File: src/rtl/bus_burst_target.sv
module bus_burst_target #(
  parameter logic [31:0] BASE_ADDR = 32'h0000_4000,
  parameter int          DEPTH     = 8
) (
  input  logic        clk,
  input  logic        rst_n,
  input  logic        frame_n,
  input  logic        irdy_n,
  input  logic        cfg_sel,
  input  logic [31:0] ad_in,
  input  logic [3:0]  cbe_n,
  output logic [31:0] ad_out,
  output logic        ad_oe,
  output logic        trdy_n,
  output logic        trdy_oe,
  output logic        devsel_n,
  output logic        devsel_oe
);
  localparam int AW = $clog2(DEPTH);
  localparam logic [3:0] CMD_MRD = 4'b0110;
  localparam logic [3:0] CMD_MWR = 4'b0111;
  localparam logic [3:0] CMD_CRD = 4'b1010;
  localparam logic [3:0] CMD_CWR = 4'b1011;

  typedef enum logic [1:0] {ST_IDLE, ST_SKIP, ST_WAIT, ST_XFER} st_t;

  st_t            st;
  logic [AW-1:0]  idx;
  logic           wr;
  logic [31:0]    rf [DEPTH];

  wire is_mem = (cbe_n == CMD_MRD) || (cbe_n == CMD_MWR);
  wire is_cfg = cfg_sel && ((cbe_n == CMD_CRD) || (cbe_n == CMD_CWR));
  wire in_win = ad_in[31:AW+2] == BASE_ADDR[31:AW+2];
  wire claim  = (is_mem && in_win) || is_cfg;
  wire beat   = (st == ST_XFER) && !irdy_n;

  always_ff @(posedge clk or negedge rst_n) begin
    if (!rst_n) begin
      st  <= ST_IDLE;
      idx <= '0;
      wr  <= 1'b0;
    end else begin
      case (st)
        ST_IDLE: if (!frame_n) begin
          idx <= ad_in[AW+1:2];
          wr  <= cbe_n[0];
          if (!claim)        st <= ST_SKIP;
          else if (cbe_n[0]) st <= ST_XFER;
          else               st <= ST_WAIT;
        end
        ST_SKIP: if (frame_n && irdy_n) st <= ST_IDLE;
        ST_WAIT: st <= ST_XFER;
        ST_XFER: if (beat) begin
          idx <= idx + 1'b1;
          if (frame_n) st <= ST_IDLE;
        end
        default: st <= ST_IDLE;
      endcase
    end
  end

  always_ff @(posedge clk or negedge rst_n) begin
    if (!rst_n) begin
      for (int i = 0; i < DEPTH; i++) rf[i] <= '0;
    end else if (beat && wr) begin
      for (int b = 0; b < 4; b++)
        if (!cbe_n[b]) rf[idx][8*b +: 8] <= ad_in[8*b +: 8];
    end
  end

  assign devsel_oe = (st == ST_WAIT) || (st == ST_XFER);
  assign devsel_n  = !devsel_oe;
  assign trdy_oe   = devsel_oe;
  assign trdy_n    = !(st == ST_XFER);
  assign ad_oe     = (st == ST_XFER) && !wr;
  assign ad_out    = ad_oe ? rf[idx] : '0;
endmodule


File: config.mk
export PLATFORM = sky130hd
export DESIGN_NAME = bus_burst_target
export DESIGN_NICKNAME = d
export VERILOG_FILES = /design/src/rtl/bus_burst_target.sv
export SDC_FILE = /design/constraint.sdc
export NUM_CORES = 1
export LEC_CHECK = 0
export ABC_AREA = 1
export BUFFER_PORTS_ARGS = -buffer_cell sky130_fd_sc_hd__buf_2
export CORE_UTILIZATION = 45
export CTS_BUF_LIST = sky130_fd_sc_hd__clkbuf_8
export DETAILED_ROUTE_END_ITERATION = 12
export SLEW_MARGIN = 40
export SYNTH_ARGS = -nofsm -noshare
export SYNTH_HDL_FRONTEND = slang
export SYNTH_SLANG_ARGS = --single-unit
export TNS_END_PERCENT = 50
File: constraint.sdc
create_clock -name clk -period 5.6 [get_ports clk]
set_clock_uncertainty 0.2 [all_clocks]
set_input_delay 1.12 -clock clk [delete_from_list [all_inputs] [get_ports clk]]
set_output_delay 1.12 -clock clk [all_outputs]
set_load 0.1 [all_outputs]
# [Yosys cells after proc, flatten, opt, wreduce, memory -nomap -nowiden]
# Index checks and enable logic that the tools add are counted.
[classes] add_sub_neg=1 n_lt_le_gt_ge=2 n_eq_ne=12 muxes=33 bitwise=2 n_reduce_logical=20
[op_table] operator="$mux W256" count=7
[op_table] operator="$bwmux W256" count=4
[op_table] operator="$demux W32 S3" count=4
[op_table] operator="$mux W32" count=4
[op_table] operator="$bmux W32 S3" count=1
[op_table] operator="$eq A27 B10 Y1 const B" count=1
[op_table] operator="$mux W24" count=1
[op_table] operator="$mux W16" count=1
[op_table] operator="$mux W2" count=5
[op_table] operator="$eq A4 B3 Y1 const B" count=2
[op_table] operator="$eq A4 B4 Y1 const B" count=2
[op_table] operator="$mux W8" count=1
[op_table] operator="$ne A2 B2 Y1 const B" count=4
[op_table] operator="$pmux W2 S4" count=1
[op_table] operator="$logic_and A1 B1 Y1" count=7
[op_table] operator="$mux W3" count=2
[op_table] operator="$pmux W3 S2" count=1
[op_table] operator="$eq A2 B2 Y1 const B" count=2
[op_table] operator="$ge A4 B4 Y1 const B" count=1
[op_table] operator="$logic_not A1 Y1" count=4
[op_table] operator="$logic_or A1 B1 Y1" count=4
[op_table] operator="$lt A4 B1 Y1 const B" count=1
[op_table] operator="$not A3 Y4" count=1
[op_table] operator="$reduce_and A4 Y1" count=1
[op_table] operator="8 further kinds" count=8
[word_totals] register_bits=262 inputBits=41 output_inout_bits=37 wordCells=81

# [Logic depth before layout (Yosys ltp)]
[depth] word_depth=16 mapped_depth=10 ltp_nobuf=10

# [Worst setup path after synthesis]
# No wires, ideal clock.
[synth_path] kind="reg-to-output" start="register st[1]" end="output ad_out[13]" arrival_ps=4291 required_ps=4280 path_slack_ps=-11 path_stages_with_launch=7 path_buffers=2 path_cell_list="dfrtp_1 -> nand2_1 -> buf_2 -> nor2_1 -> inv_2 -> buf_2 -> a31oi_1"
[synth_between] elab_chain_cells=3
[synth_lines] item="start: declaration" line_no="27" rtl="st_t st;"
[synth_lines] item="start signal: assignment" line_no="40" rtl="st <= ST_IDLE;"
[synth_lines] item="start signal: assignment" line_no="48" rtl="if (!claim) st <= ST_SKIP;"
[synth_lines] item="start signal: assignment" line_no="49" rtl="else if (cbe_n[0]) st <= ST_XFER;"
[synth_lines] item="$eq A2 B2 Y1" line_no="76" rtl="assign ad_oe = (st == ST_XFER) && !wr;"
[synth_lines] item="$logic_and A1 B1 Y1" line_no="76"
[synth_lines] item="named net ad_oe" line_no="13" rtl="output logic ad_oe,"
[synth_lines] item="$mux W32" line_no="77" rtl="assign ad_out = ad_oe ? rf[idx] : '0;"
[synth_lines] item="end: declaration" line_no="12" rtl="output logic [31:0] ad_out,"
# The timed path passes the listed nets, and every way through them passes these cells.

# [Final worst setup path]
[layout_path] start="register idx[0]" end="output ad_out[8]"
[layout_between] elab_chain_cells=5
[layout_lines] item="start: declaration" line_no="28" rtl="logic [AW-1:0] idx;"
[layout_lines] item="start signal: assignment" line_no="46" rtl="idx <= ad_in[AW+1:2];"
[layout_lines] item="start signal: assignment" line_no="55" rtl="idx <= idx + 1'b1;"
[layout_lines] item="$not A3 Y4 (implied by the code)" line_no="77"
[layout_lines] item="$bmux W32 S3" line_no="77"
[layout_lines] item="$mux W32 (implied by the code) (2 in a row)" line_no="77"
[layout_lines] item="$mux W32" line_no="77"
# Every way passes these cells. The select of a mux whose other input is x is not followed.

==> results.md <==
Status:
- The run finished with clean final reports.

Logic synthesis:
- In the synthesized netlist, the number of instances is 1,304.
- The share of synthesized area in the top cell type comes to 0.5773.
- The register area share after synthesis is 0.5773.
- The number of nets handed over by synthesis was between 1,000 and 1,500.
- Dividing the synthesized area by the synthesized cell count gives slightly below 9 um2.
- The commonest cells after synthesis are nand2_1 (489), dfrtp_1 (262), o21ai_0 (262).
- The number of different library cells in the post-synthesis netlist is 32.
- For this run, the number of Yosys warnings is 0.
- The library cell with the largest summed area after synthesis is dfrtp_1.
- The synthesized design contains 262 register bits.
- The synthesized design contains 0 enable-type register cells.
- Ranked by total cell area, the synthesized netlist is headed by dfrtp_1 (58%), nand2_1 (16%), o21ai_0 (12%).
- The most frequent cell after synthesis is nand2_1.
- The most common flop cell mapped by yosys is dfrtp_1.
- For this run, asynchronously set or reset flops after synthesis account for 1.000.
- The mapped netlist covers 11,360 um2.

Worst setup path:
- STA classifies the critical path endpoint as an output pin.
- The last element of the critical path is ad_out[8].
- The start point of the critical path is idx[0].
- The slowest cell on the critical path is dfrtp_1.
- The delay contributed by the slowest stage of the critical path is roughly 0.65 ns.
- STA classifies the critical path startpoint as a flip-flop.
- Of all nets on the critical path, the largest fanout is 21.
- At the worst endpoint, the arrival time is 3.34 ns.
- The launching point of the worst reg2reg path is idx[0].
- Walking the worst path, the cells encountered are inv_1 > nand3_1 > clkinv_1 > buf_4 > a22o_1 > nor2_1 > a31oi_1 > buf_2.
- For the worst flop-to-flop path, the logic depth is 6.
- The endpoint of the worst-slack reg-to-reg timing path is rf[47].
- The critical path is of the reg -> out type.
- The worst path required time is 4.28 ns.
- In this run the register-to-register setup slack is 2.60 ns.

Clock network:
- The number of instances resized during post-cts repair is 0.
- Clock latency on the worst-skew pair, taken at its later pin, is 0.56 ns.
- The number of buffers created by CTS is 45.
- The number of clock sinks is between 200 and 300.
- The clock-pin slew on the worst setup and hold paths is 0.06 ns.
- The maximum level of the CTS H-tree is 2.
- The longest clock path from root to sink contains 3 buffers.
- The clock tree root buffer cell is clkbuf_8.
- The number of hold-repair buffers added at the cts stage is 0.
- TritonCTS built the clock tree.
- The post-CTS setup-driven buffer insertion count is 0.

Global routing:
- The first-pass GRT wire length is 50.40 mm.
- The via count of the first global-routing pass is 9,009.
- Entering global routing, the biggest net connects 96 pins.
- The initial antenna violation count is 0.
- In the global route stage, overall resource usage came out at 0.2507.
- The remaining global-route overflow is 0.

Place:
- Once placement finished, the instance area stood at 11,940 um2.
- Buffers placed on the I/O ports in this run total 77.
- The congestion estimate from routability-driven global placement came to 0.7725.
- The half-perimeter wire length of the detailed placement result is between 15 and 20 mm.
- Once placement completed, the tool counted placed cells totaling 1,652.

Floorplan:
- The initial utilization of the core area, before any placement, comes to 0.4629.
- The number of top-level pins is 78.
- The area enclosed by the die boundary is between 20,000 and 30,000 um2.
- The floorplan step set the die width to roughly 160 um.
- The floorplan step defined a core boundary enclosing 24,530 um2.
- In this run the core area contains 57 standard-cell rows.
- Measured along the y axis, the die boundary spans between 150 and 200 um.

Drt:
- For this run, the detailed router's first-pass iteration total came to 6.
- The via count is 9,371.
- Wires add up to 31.56 mm.
- After detailed routing, the number of remaining DRC violations is 0.
- The remaining antenna violation count after routing is 0.
- In the final routed layout, each cell accounts on average for 18.19 um.
- The number of vias per cell after detailed routing is roughly 5.4.
- After the first detailed-routing iteration, the DRC count stood at approximately 920.

Pwr:
- The maximum resistive drop on vdd is 0.2335 mV.
- The total power draw is 4.950 mW.
- Power spread over the standard cell area amounts to around 390 nW/um2.
- The leakage power figure is between 6 and 7 nW.

Cells and area:
- The finished cells cover 12,850 um2.
- The relative area change from synthesis to final layout is 13.14%.
- The fraction of layout cells with a size suffix above 1 is 0.1178.
- The count of cells in the finished layout, fillers not included, comes to 1,735.
- In the final design database the tool counted between 1,000 and 1,500 nets.

STA:
- Setup violations remaining at the end of the flow were counted as 0.
- Setup repair after global routing left no endpoint under its margin.
- For the pin with the worst max-slew slack, the measured transition is around 0.87 ns.
- The worst pin sits at a relative slew slack of 0.4165.
- The number of max-slew violations in the final report is 0.
- The number of hold-slack violations in the final timing report is 0.
- After routing, the total negative slack on setup checks comes to 0 ns.
- The share of the clock period used by the worst path is 0.8316.
- The post-route worst hold slack is 0.2819 ns.
- The fmax is 0.2147 GHz.
- The minimum clock period after layout is 4.657 ns.

Hold path:
- The path category of the worst min-delay check is reg -> reg.

Job:
- The count of maximum capacitance violations is 0.
## logic make-up after synthesis
logic type | count (synthesis) | share of synthesized area
and+or+nand+nor | 558 | 0.1945
AOI/OAI and AO/OA | 363 | 0.1777
DFF | 262 | 0.5773
buffers and inverters | 118 | 0.04760
xor gates and xnor gates | 1 | 0.0007714
muxes | 1 | 0.0009916
adders and majority gates | 1 | 0.001102
## worst min path at each step
| stage | from | end | slack (ns) | depth (start not counted) |
|---|---|---|---|---|
| after floorplan | rf[144] | rf[144] | 0.25 | 2 |
| after global placement | rf[93] | rf[93] | 0.27 | 2 |
| after detailed placement | rf[203] | rf[203] | 0.27 | 2 |
| after CTS | rst_n | rf[107] | 0.28 | 1 |
| after global routing | rst_n | rf[43] | 0.30 | 1 |
| final | rf[204] | rf[204] | 0.28 | 2 |
## routing by layer
layer,vias to the layer above,share of wire,global-route usage
met3,58,0.062,0.03977
met1,4523,0.48,0.3655
met4,0,0.024,0.07504
met2,293,0.44,0.3854
met5,-,0,0
li1,4497,-,-
## power by group
group          switching [mW]  total [mW]  internal [mW]
Combinational           0.697       0.918          0.220
Sequential              0.164        2.29           2.13
Clock                   0.792        1.74          0.946
## critical path: cells and delay by family, from the launching register on
kind	cells	cell delay, ns
AOI/OAI and AO/OA	2	0.37
and+or+nand+nor	2	0.30
buffers and inverters	4	1.47
DFF	1	0.65
## sequential cells by signal, indices dropped and copies added, names as in the netlist
signal / cells
rf: 256
idx: 3
st: 2
wr: 1
## per-stage QoR
step / utilization / setup WS, ns
2_1_floorplan: - / 0.5986
3_3_place_gp: 0.4854 / 1.608
3_5_place_dp: 0.4866 / 1.549
4_1_cts: 0.5235 / 0.9809
5_1_grt: 0.5235 / 0.7952
6_report: 0.5237 / 0.9433
## area by class of cell
cell class / count / area, um2
fillers: 2388 / 11690
repair buffers: 88 / 510.5
inverters: 54 / 205.2
well taps: 324 / 405.4
diodes: 2 / 5.005
multi-input cells: 924 / 4262
clock inverters: 25 / 133.9
flip-flops and latches: 262 / 6556
clock buffers: 56 / 770.7
## placed cells by master (no fill, tap or decap), types with 3 or more instances in the layout
cell and n:
nand2_1 489, o21ai_0 262, dfrtp_1 262, buf_2 76
inv_1 63, clkbuf_8 56, nor2_1 30, a22oi_1 30
a21oi_1 26, nand3_1 19, a221oi_1 14, a31oi_1 9
buf_4 9, a22o_1 7, nand4_1 7, a41oi_1 5
clkinv_2 5, inv_2 4, o21a_1 4, nor2_4 4
clkinv_1 3, nor3b_1 3, o21ai_1 3
No activity file was read; power rests on OpenSTA's default activity.
